### src/rtl/nps_pkg.sv
package nps_pkg;
    localparam int CFG_W      = 5;
    localparam int PSEL_LSB   = 0;
    localparam int LRT_BIT    = 2;
    localparam int TSEL_BIT   = 3;
    localparam int POLDIS_BIT = 4;

    typedef enum logic [1:0] {
        PORT_AUI    = 2'b00,
        PORT_TP     = 2'b01,
        PORT_SERIAL = 2'b10,
        PORT_RSVD   = 2'b11
    } port_state_e;
endpackage

### src/rtl/nps_cfg_reg.sv
module nps_cfg_reg #(
    parameter int W = 5
) (
    input  logic         clk,
    input  logic         hard_rst_n,
    input  logic         soft_rst,
    input  logic         stop_i,
    input  logic         wr_en,
    input  logic [W-1:0] wr_data,
    output logic [W-1:0] cfg_q
);
    always_ff @(posedge clk or negedge hard_rst_n) begin
        if (!hard_rst_n) begin
            cfg_q <= '0;
        end else if (soft_rst) begin
            cfg_q <= '0;
        end else if (wr_en && stop_i) begin
            cfg_q <= wr_data;
        end
    end

    // running controller refuses writes
    p_write_blocked_r5: assert property (@(posedge clk) disable iff (!hard_rst_n)
        (!stop_i && !soft_rst) |=> $stable(cfg_q));

    // soft reset clears the stored word
    p_soft_clear_r6: assert property (@(posedge clk) disable iff (!hard_rst_n)
        soft_rst |=> (cfg_q == '0));
endmodule

### src/rtl/nps_link_sync.sv
module nps_link_sync #(
    parameter int STAGES = 2
) (
    input  logic clk,
    input  logic hard_rst_n,
    input  logic async_i,
    output logic sync_o
);
    localparam int N = (STAGES < 2) ? 2 : STAGES;
    logic [N-1:0] chain_q;

    generate
        for (genvar s = 0; s < N; s++) begin : g_stage
            if (s == 0) begin : g_first
                always_ff @(posedge clk or negedge hard_rst_n) begin
                    if (!hard_rst_n) chain_q[0] <= 1'b0;
                    else             chain_q[0] <= async_i;
                end
            end else begin : g_rest
                always_ff @(posedge clk or negedge hard_rst_n) begin
                    if (!hard_rst_n) chain_q[s] <= 1'b0;
                    else             chain_q[s] <= chain_q[s-1];
                end
            end
        end
    endgenerate

    assign sync_o = chain_q[N-1];
endmodule

### src/rtl/nps_port_fsm.sv
module nps_port_fsm
    import nps_pkg::*;
(
    input  logic       clk,
    input  logic       hard_rst_n,
    input  logic [1:0] psel,
    input  logic       auto_sel,
    input  logic       link_ok,
    output logic       en_aui,
    output logic       en_tp,
    output logic       en_serial,
    output logic       rsvd
);
    port_state_e state_q, state_d;

    // next state: direct decode of the code, auto-select and link status
    always_comb begin
        state_d = PORT_AUI;
        unique case (psel)
            2'b00:   state_d = (auto_sel && link_ok) ? PORT_TP : PORT_AUI;
            2'b01:   state_d = (auto_sel && !link_ok) ? PORT_AUI : PORT_TP;
            2'b10:   state_d = PORT_SERIAL;
            default: state_d = PORT_RSVD;
        endcase
    end

    always_ff @(posedge clk or negedge hard_rst_n) begin
        if (!hard_rst_n) state_q <= PORT_AUI;
        else             state_q <= state_d;
    end

    always_comb begin
        en_aui    = 1'b0;
        en_tp     = 1'b0;
        en_serial = 1'b0;
        rsvd      = 1'b0;
        unique case (state_q)
            PORT_AUI:    en_aui    = 1'b1;
            PORT_TP:     en_tp     = 1'b1;
            PORT_SERIAL: en_serial = 1'b1;
            PORT_RSVD:   rsvd      = 1'b1;
            default:     rsvd      = 1'b1;
        endcase
    end

    // one active indication at all times
    p_one_port_r1: assert property (@(posedge clk) disable iff (!hard_rst_n)
        $onehot({en_aui, en_tp, en_serial, rsvd}));
endmodule

### src/rtl/netport_mode_sel.sv
module netport_mode_sel
    import nps_pkg::*;
#(
    parameter int SYNC_STAGES = 2
) (
    input  logic             clk,
    input  logic             hard_rst_n,
    input  logic             soft_rst,
    input  logic             stop_i,
    input  logic             wr_en,
    input  logic [CFG_W-1:0] wr_data,
    output logic [CFG_W-1:0] rd_data,
    input  logic             auto_sel_i,
    input  logic             link_pass_i,
    output logic             en_aui,
    output logic             en_tp,
    output logic             en_serial,
    output logic             rsvd_code,
    output logic             lrt_o,
    output logic             tsel_o,
    output logic             pol_dis_o
);
    logic [CFG_W-1:0] cfg_q;
    logic             link_s;

    nps_cfg_reg #(.W(CFG_W)) u_cfg (
        .clk        (clk),
        .hard_rst_n (hard_rst_n),
        .soft_rst   (soft_rst),
        .stop_i     (stop_i),
        .wr_en      (wr_en),
        .wr_data    (wr_data),
        .cfg_q      (cfg_q)
    );

    nps_link_sync #(.STAGES(SYNC_STAGES)) u_sync (
        .clk        (clk),
        .hard_rst_n (hard_rst_n),
        .async_i    (link_pass_i),
        .sync_o     (link_s)
    );

    nps_port_fsm u_fsm (
        .clk        (clk),
        .hard_rst_n (hard_rst_n),
        .psel       (cfg_q[PSEL_LSB +: 2]),
        .auto_sel   (auto_sel_i),
        .link_ok    (link_s),
        .en_aui     (en_aui),
        .en_tp      (en_tp),
        .en_serial  (en_serial),
        .rsvd       (rsvd_code)
    );

    assign rd_data   = cfg_q;
    assign lrt_o     = en_tp  & cfg_q[LRT_BIT];
    assign pol_dis_o = en_tp  & cfg_q[POLDIS_BIT];
    assign tsel_o    = en_aui & cfg_q[TSEL_BIT];

    // twisted-pair options only on twisted pair
    p_tp_gate_r7: assert property (@(posedge clk) disable iff (!hard_rst_n)
        (lrt_o || pol_dis_o) |-> en_tp);

    // idle-level option only on AUI
    p_aui_gate_r8: assert property (@(posedge clk) disable iff (!hard_rst_n)
        tsel_o |-> en_aui);

    // serial code wins regardless of auto-select
    p_serial_code_r3: assert property (@(posedge clk) disable iff (!hard_rst_n)
        (cfg_q[PSEL_LSB +: 2] == 2'b10) |=> en_serial);
endmodule

### config.mk
export PLATFORM = sky130hd
export DESIGN_NAME = netport_mode_sel
export DESIGN_NICKNAME = d
export VERILOG_FILES = /design/src/rtl/nps_pkg.sv /design/src/rtl/nps_cfg_reg.sv /design/src/rtl/nps_link_sync.sv /design/src/rtl/nps_port_fsm.sv /design/src/rtl/netport_mode_sel.sv
export SDC_FILE = /design/constraint.sdc
export NUM_CORES = 1
export LEC_CHECK = 0
export BUFFER_PORTS_ARGS = -buffer_cell sky130_fd_sc_hd__buf_2
export CAP_MARGIN = 25
export CORE_AREA = 2 2 39 41
export DETAILED_ROUTE_END_ITERATION = 10
export DIE_AREA = 0 0 41 43
export SYNTH_ARGS = -nofsm -noshare
export SYNTH_HDL_FRONTEND = slang
export SYNTH_SLANG_ARGS = --single-unit
### constraint.sdc
create_clock -name clk -period 0.8 [get_ports clk]
set_input_delay 0.16 -clock clk [delete_from_list [all_inputs] [get_ports clk]]
set_output_delay 0.16 -clock clk [all_outputs]
set_load 0.03 [all_outputs]
==> results.md, run 1 <==
* Outcome: finished with violations
* Failing checks: setup timing
* Clock Path Buffers at 2
* Tcrit/Tclk final at 159%
* Die Height at 43 microns
* Worst EP required at 0.64 ns
* Top cells by area, synth: dfrtp_1 (55%), a21bo_1 (12%), a21oi_1 (6.1%), and2_1 (6.1%), nand3_1 (6.1%)
* Fin crit period at 1.27 ns
* CORE AREA at 1380 sq um
* Die area at 1760 sq um
* Unique cell type count in the Yosys netlist at 13
* # DRC at 0
* F_max at 786 MHz
* Worst slew pin tran at 0.206 ns
* Clock latency on the worst-skew pair at 0.26 ns
* Number of antenna cells inserted at 0
* Std-Cell Rows at 14
* Flops & latches, synth at 9
* Yosys top cell area share at 55.0%
* Synth warn at 0
* Largest fanout on the critical path at 4
* Unrepaired setup endpoints after global routing: true
* CTS tree: done
* Dominant synthesized flop cell: dfrtp_1
* Kind of critical path: reg -> out
* Vias in the first global route at 307
* VDD IR max at 0.799 mV
* Worst setup SP type: flip-flop
* DR pass1 iterations at 3
* Initial core utilization at 29.6%
* Post-Syn Instances at 36
* Clock sinks at 9
* Cts bufs inserted at 3
* Ys async rst share at 100%
* Power per Cell Area at 1540 nW/um^2
* IO Count at 24
* Area Overhead vs Synth at 73.7%
* Most common cell in the netlist: dfrtp_1
* Mean Syn Cell Area at 11.4 sq um
* Slew headroom at 86.2%
* Final design utilization at 51.4%
* Largest net degree at the start of global routing at 11
* Area leader, netlist: dfrtp_1
* PortBufs at 23
* CP Capture Type: output pin
* Gpl congestion at 0.636
* Pleak at 0.000340 uW
* Min-delay worst type: in -> reg
* Commonest cells in the synthesized netlist: dfrtp_1 (9), a21bo_1 (5), a21oi_1 (5), nand3_1 (5), and2_1 (4)
* GRT Util Overall at 12.3%
* Detail Route Antenna Nets at 0
* Vias per Instance at 4.74
* NumNets Final at 78
* Max-cap viol count at 0
* Clk slew on worst S/H paths at 0.06 ns
* First-pass GRT wire length at 1390 microns
* WP data arrival at 1.11 ns
* Total grt overflow at 0
* Routed wire length at 876 microns
* Total power at 1090 uW
* Number of synthesized flops with an enable pin at 0
* CTS root buf: clkbuf_4
* Die width at 41 microns
* Finish-stage setup viols at 16
* Clk_skew at 0.00549 ns
* Synth Cell Area at 409 sq um
* Post-synthesis sequential area ratio at 55.0%
* Initial antenna violation count at 0
* Vias post-DR at 384
* Min setup slack post-route at -0.473 ns
* Initial DRC count at 12
* Layout cell share with drive strength beyond 1 at 67.7%
* DR WL/cell at 10.8 microns
* Final Hold Fails at 0
* CTS H-tree lvls at 1
* Final Slew Violations at 0
* Syn Nets at 48
==> what timing repair did <==
item / in CTS / in global routing
setup buffers: 1 / 1
hold buffers: 2 / 0
pin swaps: 4 / 1
resized for setup: 24 / 2
endpoints found under the setup margin: 14 / 16
endpoints found under the hold margin: 10 / 0
==> sequential cells by signal, summed over array words and instances, names as in the netlist <==
register / cells
u_sync.chain_q: 1
u_fsm.state_q: 2
u_cfg.cfg_q: 5
u_sync.sync_o: 1
==> report_power, final <==
| part | internal (uW) | leakage [uW] | switching (uW) |
|---|---|---|---|
| registers | 480 | 0.000108 | 21.8 |
| clock network | 192 | 0.0000150 | 153 |
| logic | 125 | 0.000217 | 123 |
| total | 797 | 0.000340 | 297 |
==> cells in the final DEF, fill, tap and decap left out <==
cell type,n
a21bo_1,5
a21oi_1,4
a21oi_2,1
and2_2,1
and2_4,3
buf_2,12
buf_4,1
buf_6,13
clkbuf_1,1
clkbuf_4,3
dfrtp_1,3
dfrtp_2,6
dlygate4sd3_1,2
mux2_4,1
nand2b_4,1
nand3_1,5
nor2_4,1
nor2b_1,1
nor2b_4,1
==> path summary, 6_finish.rpt <==
check / startpoint / endpoint / slack [ns] / cells past startpoint
max: u_fsm.state_q[0]$_DFF_PN0_ / lrt_o / -0.47 / 3
min: soft_rst / u_cfg.cfg_q[3]$_DFFE_PN0P_ / 0.12 / 2
max reg2reg: u_cfg.cfg_q[1]$_DFFE_PN0P_ / u_fsm.state_q[0]$_DFF_PN0_ / -0.15 / 2
min reg2reg: u_sync.chain_q[0]$_DFF_PN0_ / u_sync.sync_o$_DFF_PN0_ / 0.35 / 0
max in group asynchronous: hard_rst_n / u_fsm.state_q[1]$_DFF_PN0_ / 0.32 / 2
min in group asynchronous: hard_rst_n / u_cfg.cfg_q[0]$_DFFE_PN0P_ / 0.28 / 2
==> metrics by stage <==
| step | setup TNS (ns) | instance area (sq um) | worst slack [ns] | instances | hold slack [ns] |
|---|---|---|---|---|---|
| final | -4.18 | 711 | -0.473 | 81 | 0.116 |
| after global routing | -4.82 | 711 | -0.541 | 81 | 0.108 |
| after CTS | -4.28 | 696 | -0.492 | 80 | 0.107 |
| after detailed placement | -1.56 | 568 | -0.266 | 73 | 0.0274 |
| after global placement | -1.45 | 568 | -0.245 | 73 | 0.0203 |
| after floorplan | -1.58 | 448 | -0.282 | 36 | -0.136 |
==> area by class of cell <==
class | count | area (sq um)
multi-input cells | 24 | 198
repair buffers | 28 | 234
clock buffers | 4 | 26.3
flip-flops and latches | 9 | 233
fillers | 125 | 673
well taps | 16 | 20.0
==> worst max-delay path, stage by stage, from the launching register on <==
cell     delay (ns)
dfrtp_1        0.42
nor2b_4        0.18
and2_4         0.14
buf_6          0.12
==> routing by layer <==
| metal | wire length (microns) | GRT usage (%) |
|---|---|---|
| met1 | 374 | 15.1 |
| met2 | 426 | 18.1 |
| met3 | 76 | 3.14 |
| met4 | 0 | 8.00 |
| met5 | 0 | 0 |
==> logic make-up (layout without fill, tap and decap cells) <==
family / after synthesis / count (layout) / share of synthesized area [%]
multiplexers: 1 / 1 / 2.75
AO/OA/AOI/OAI: 10 / 10 / 18.3
buffers and inverters: 3 / 32 / 5.50
AND/OR/NAND/NOR: 13 / 13 / 18.3
flip-flops: 9 / 9 / 55.0
(Power assumes the default switching activity.)
==> run 2: changes to the inputs <==
ABC_AREA = 1   (was not set)
==> run 2 against run 1 <==
  * The flow still finishes with violations (setup timing)
  * Clock skew is 0.0047 ns lower
  * Cell area is 17% higher
  * Largest power group unchanged
  * Combinational power is 30% higher
  * Largest cell class unchanged
  * Highest routed layer unchanged
  * Critical endpoint is now pol_dis_o
  * Sequential share of layout area is 4.9 points lower
==> results.md, run 2 <==
* Syn Nets at 57
* Most common cell after layout, fill and taps aside: buf_6
* Outcome: finished with violations
* Area leader, netlist: dfrtp_1
* Std-Cell Rows at 14
* Kind of critical path: reg -> out
* Met2 WL post-DR at 538 microns
* Clock latency on the worst-skew pair at 0.25 ns
* First-pass GRT wire length at 1590 microns
* Cts bufs inserted at 3
* IO Count at 24
* VDD IR max at 1.27 mV
* Internal at 833 uW
* Mean Syn Cell Area at 8.70 sq um
* Flops & latches, synth at 9
* PortBufs at 23
* CORE AREA at 1380 sq um
* Worst slew pin tran at 0.199 ns
* Final Hold Fails at 0
* Die width at 41 microns
* Placed wire-length estimate at 654 microns
* Max-cap viol count at 0
* Clk slew on worst S/H paths at 0.06 ns
* Dominant synthesized flop cell: dfrtp_1
* Logic pwr share at 27.5%
* Total grt overflow at 0
* Clock Path Buffers at 2
* Pleak at 0.000420 uW
* Min-delay worst type: in -> reg
* Commonest cells after routing, fill and taps aside: buf_6 (21), buf_2 (11), nand2_1 (8)
* Routed wire length at 992 microns
* Failing checks: setup timing
* # DRC at 0
* Reg with most FFs: u_cfg.cfg_q
* Initial core utilization at 28.3%
* Top cells by area, synth: dfrtp_1 (58%), nand2_1 (8.6%), nand4_1 (8.0%), nand3_1 (7.7%), inv_1 (6.7%)
* Number of antenna cells inserted at 0
* Largest fanout on the critical path at 5
* Synth Cell Area at 392 sq um
* Post-synthesis sequential area ratio at 57.5%
* WP data arrival at 1.09 ns
* Synth warn at 0
* Initial DRC count at 4
* Ys async rst share at 100%
* Vias in the first global route at 404
* Die area at 1760 sq um
* P_sw at 334 uW
* Die Height at 43 microns
* Clk pwr share at 28.4%
* Post-Syn Instances at 45
* Final Cell Area at 835 sq um
* Final Slew Violations at 0
* Vias per Instance at 4.34
* CTS tree: done
* Area Overhead vs Synth at 113%
* Top layer in use: met3
* Layout cell share with drive strength beyond 1 at 73.5%
* CTS H-tree lvls at 1
* Finish-stage setup viols at 16
* Detail Route Antenna Nets at 0
* Power per Cell Area at 1400 nW/um^2
* CTS root buf: clkbuf_4
* Number of synthesized flops with an enable pin at 0
* Slew headroom at 86.7%
* Largest register FFs at 5
* Yosys top cell area share at 57.5%
* GRT Util Overall at 13.3%
* Clock sinks at 9
* Worst setup SP type: flip-flop
* Final design utilization at 60.3%
* Tcrit/Tclk final at 156%
* Largest net degree at the start of global routing at 11
* Unique cell type count in the Yosys netlist at 11
* F_max at 801 MHz
* DR WL/cell at 10.0 microns
* Switching fraction of total power at 28.6%
* DR pass1 iterations at 2
* Gpl congestion at 0.672
* Worst EP required at 0.64 ns
* Placed Area at 607 sq um
* Share of power burned in registers at 44.0%
* Clk_skew at 0.000784 ns
* Met1 wire length at 399 microns
* Initial antenna violation count at 0
* NumNets Final at 96
* Top Registers: u_cfg.cfg_q: 5 flops, u_fsm.state_q: 2 flops
* Commonest cells in the synthesized netlist: dfrtp_1 (9), nand2_1 (9), inv_1 (7)
* Min setup slack post-route at -0.448 ns
* Fin crit period at 1.25 ns
* Unrepaired setup endpoints after global routing: true
* Vias post-DR at 430
* Wire length on met3 at 54 microns
* CP Capture Type: output pin
run 2: cell types whose count changed after synthesis, sizes merged, moves of 4 or more:
| cell | change |
|---|---|
| a21bo | -5 |
| a21oi | -5 |
| and2 | -4 |
| inv | +8 |
| nand2 | +10 |
| nand4 | +5 |
run 2: per-stage QoR:
step	TNS, ns	hold WS [ns]	worst slack (ns)	std cells	power (uW)
global route	-4.88	0.133	-0.501	99	1250
CTS	-4.25	0.00160	-0.447	98	1170
global placement	-1.32	0.0157	-0.199	88	739
floorplan	-0.679	-0.136	-0.187	45	645
detailed placement	-1.40	0.0178	-0.213	88	743
finish	-4.15	0.152	-0.448	99	1170
run 2: cell type report:
| class | instances | area [sq um] |
|---|---|---|
| fillers | 113 | 549 |
| multi-input cells | 27 | 204 |
| flip-flops and latches | 9 | 233 |
| inverters | 8 | 32.5 |
| well taps | 16 | 20.0 |
| clock buffers | 4 | 26.3 |
| repair buffers | 35 | 319 |
run 2: what timing repair did:
item | in CTS | in global routing
endpoints found under the hold margin | 9 | 1
hold buffers | 1 | 1
setup buffers | 5 | 2
pin swaps | 4 | 6
endpoints found under the setup margin | 12 | 18
gates resized for setup | 33 | 10
run 2: logic make-up (layout without fill, tap and decap cells):
logic type	count (synthesis)	after routing	synth area share [%]
and+or+nand+nor	27	27	33.9
DFF	9	9	57.5
buffers and inverters	9	47	8.63
run 2: power groups by stage:
stage          Combinational (uW)  Sequential [uW]  Clock (uW)
6_report                      321              514         332
3_3_place_gp                  219              519           0
4_1_cts                       304              512         352
3_5_place_dp                  223              520           0
5_1_grt                       348              517         380
2_1_floorplan                 102              544           0
run 2: path summary, 6_finish.rpt:
| kind | startpoint | to | slack (ns) | depth (start not counted) |
|---|---|---|---|---|
| min | wr_data[0] | u_cfg.cfg_q[0]$_DFFE_PN0P_ | 0.15 | 3 |
| max | u_fsm.state_q[1]$_DFF_PN0_ | pol_dis_o | -0.45 | 3 |
| min in group asynchronous | hard_rst_n | u_sync.chain_q[0]$_DFF_PN0_ | 0.28 | 2 |
| max in group asynchronous | hard_rst_n | u_cfg.cfg_q[1]$_DFFE_PN0P_ | 0.33 | 2 |
| max reg2reg | u_cfg.cfg_q[3]$_DFFE_PN0P_ | u_cfg.cfg_q[3]$_DFFE_PN0P_ | -0.04 | 4 |
| min reg2reg | u_sync.chain_q[0]$_DFF_PN0_ | u_sync.sync_o$_DFF_PN0_ | 0.35 | 0 |
run 2: critical path, cell delays in order (launching register included):
cell	delay, ns
dfrtp_2	0.45
inv_2	0.09
and3_4	0.17
buf_6	0.12
run 2: metal layers:
| metal | vias to the layer above | track usage, % |
|---|---|---|
| met5 | - | 0 |
| met4 | 0 | 4.00 |
| met3 | 0 | 4.71 |
| met2 | 22 | 20.9 |
| met1 | 186 | 16.5 |
| li1 | 222 | - |
==> run 3: changes to the inputs <==
ABC_AREA = not set   (was 1)
CTS_BUF_LIST = sky130_fd_sc_hd__clkbuf_4   (was not set)
==> run 3 against run 2 <==
  * The flow still finishes with violations (setup timing)
  * Clock-buffer cell count unchanged
  * First-iteration DRC count increased to 3.0 times the previous value
  * Largest cell class unchanged
  * Worst hold slack got worse by 0.035 ns
  * Cell area decreased by 14%
  * Utilization decreased by 8.7 points
==> results.md, run 3 (synthesis gave the netlist of run 1 again) <==
* Vias per Instance at 4.72
* CP Capture Type: output pin
* Gpl congestion at 0.636
* Slew headroom at 86.3%
* Fin crit period at 1.27 ns
* Place WS at -0.266 ns
* Initial antenna violation count at 0
* Layout cell share with drive strength beyond 1 at 69.2%
* NumNets Final at 78
* Min setup slack post-route at -0.472 ns
* Pleak at 0.000343 uW
* Area Overhead vs Synth at 74.6%
* Total grt overflow at 0
* Die Height at 43 microns
* DR pass1 iterations at 4
* Kind of critical path: reg -> out
* Failing checks: setup timing
* Clock latency on the worst-skew pair at 0.25 ns
* Largest fanout on the critical path at 4
* Most common cell after layout, fill and taps aside: buf_6
* Die width at 41 microns
* CP Cell Sequence: nor2b_4, and2_4, buf_6
* Total power at 1130 uW
* First-pass GRT wire length at 1390 microns
* Hold Path Origin: soft_rst
* Largest net degree at the start of global routing at 11
* FF-to-FF Start: u_cfg.cfg_q[1]$_DFFE_PN0P_
* Final Cell Area at 714 sq um
* Max-cap viol count at 0
* Cts bufs inserted at 3
* Final Hold Fails at 0
* Worst setup SP type: flip-flop
* Clock Path Buffers at 2
* Worst hold stages at 2
* Initial DRC count at 12
* Die area at 1760 sq um
* Fillcell total at 126
* PortBufs at 23
* Flop2flop setup slack at -0.14 ns
* GRT Util Overall at 12.3%
* Commonest cells after routing, fill and taps aside: buf_6 (13), buf_2 (12), dfrtp_2 (6)
* Hold slack at 0.117 ns
* CP max stage cell: dfrtp_1
* Finish-stage setup viols at 16
* CTS root buf: clkbuf_4
* Crit-path max cell delay at 0.42 ns
* Vias post-DR at 382
* Final Slew Violations at 0
* Initial core utilization at 29.6%
* Reg2reg path depth at 2
* CORE AREA at 1380 sq um
* Hold Path Sink: u_cfg.cfg_q[3]$_DFFE_PN0P_
* Clk slew on worst S/H paths at 0.06 ns
* CTS H-tree lvls at 1
* Clock sinks at 9
* VDD IR max at 0.913 mV
* Reg with most FFs: u_cfg.cfg_q
* DR WL/cell at 10.8 microns
* Tcrit/Tclk final at 159%
* Placed Area at 568 sq um
* Unrepaired setup endpoints after global routing: true
* WP data arrival at 1.11 ns
* Worst EP required at 0.64 ns
* Worst slew pin tran at 0.206 ns
* IO Count at 24
* Number of antenna cells inserted at 0
* Largest register FFs at 5
* Routed wire length at 875 microns
* Outcome: finished with violations
* Detail Route Antenna Nets at 0
* Top Registers: u_cfg.cfg_q: 5 flops, u_fsm.state_q: 2 flops
* Power per Cell Area at 1580 nW/um^2
* Total negative slack at -4.16 ns
* CTS tree: done
* # DRC at 0
* F_max at 786 MHz
* Vias in the first global route at 307
* Clk_skew at 0.00452 ns
* Std-Cell Rows at 14
* FF-to-FF End: u_fsm.state_q[0]$_DFF_PN0_
* Min-delay worst type: in -> reg
run 3: layout make-up:
class / count / area (sq um) / share of cell area, %
clock buffers: 4 / 30.0 / 4.20
multi-input cells: 24 / 198 / 27.7
flip-flops and latches: 9 / 233 / 32.6
well taps: 16 / 20.0 / 2.80
repair buffers: 28 / 234 / 32.7
run 3: worst max-delay path, delay by kind of cell, from the launching register on:
kind | cells | cell delay (ns)
buffers and inverters | 1 | 0.12
flip-flops | 1 | 0.42
AND/OR/NAND/NOR | 2 | 0.32
run 3: through the flow:
step,util [%],std cells
final,51.6,81
after global routing,51.6,81
after CTS,50.5,80
after detailed placement,41.0,73
after global placement,41.0,73
after floorplan,-,36
run 3: how the worst max path moves through the flow:
stage	to	from	slack, ns	cells past startpoint
2_1_floorplan	en_serial	u_fsm.state_q[1]$_DFF_PN0_	-0.28	1
3_3_place_gp	pol_dis_o	u_fsm.state_q[0]$_DFF_PN0_	-0.25	3
3_5_place_dp	lrt_o	u_fsm.state_q[0]$_DFF_PN0_	-0.27	3
4_1_cts	lrt_o	u_fsm.state_q[0]$_DFF_PN0_	-0.49	3
5_1_grt	lrt_o	u_fsm.state_q[0]$_DFF_PN0_	-0.54	3
6_report	lrt_o	u_fsm.state_q[0]$_DFF_PN0_	-0.47	3
run 3: where the power goes:
part           leakage, uW  internal, uW  total [uW]  switching (uW)
Combinational     0.000217           125         247             123
Clock            0.0000184           226         376             151
Sequential        0.000108           480         502            21.8
run 3: metal layers:
| metal | GRT usage, % | routed length, microns | part of all wire (%) |
|---|---|---|---|
| met5 | 0 | 0 | 0 |
| met1 | 15.1 | 370 | 42 |
| met2 | 18.1 | 428 | 49 |
| met3 | 3.14 | 76 | 8.7 |
| met4 | 8.00 | 0 | 0 |
run 3: repair_timing:
item | 4_1_cts | 5_1_grt
pin swaps | 4 | 1
endpoints found under the hold margin | 10 | 0
endpoints found under the setup margin | 14 | 16
gates resized for setup | 24 | 2
setup buffers | 1 | 1
hold buffers | 2 | 0
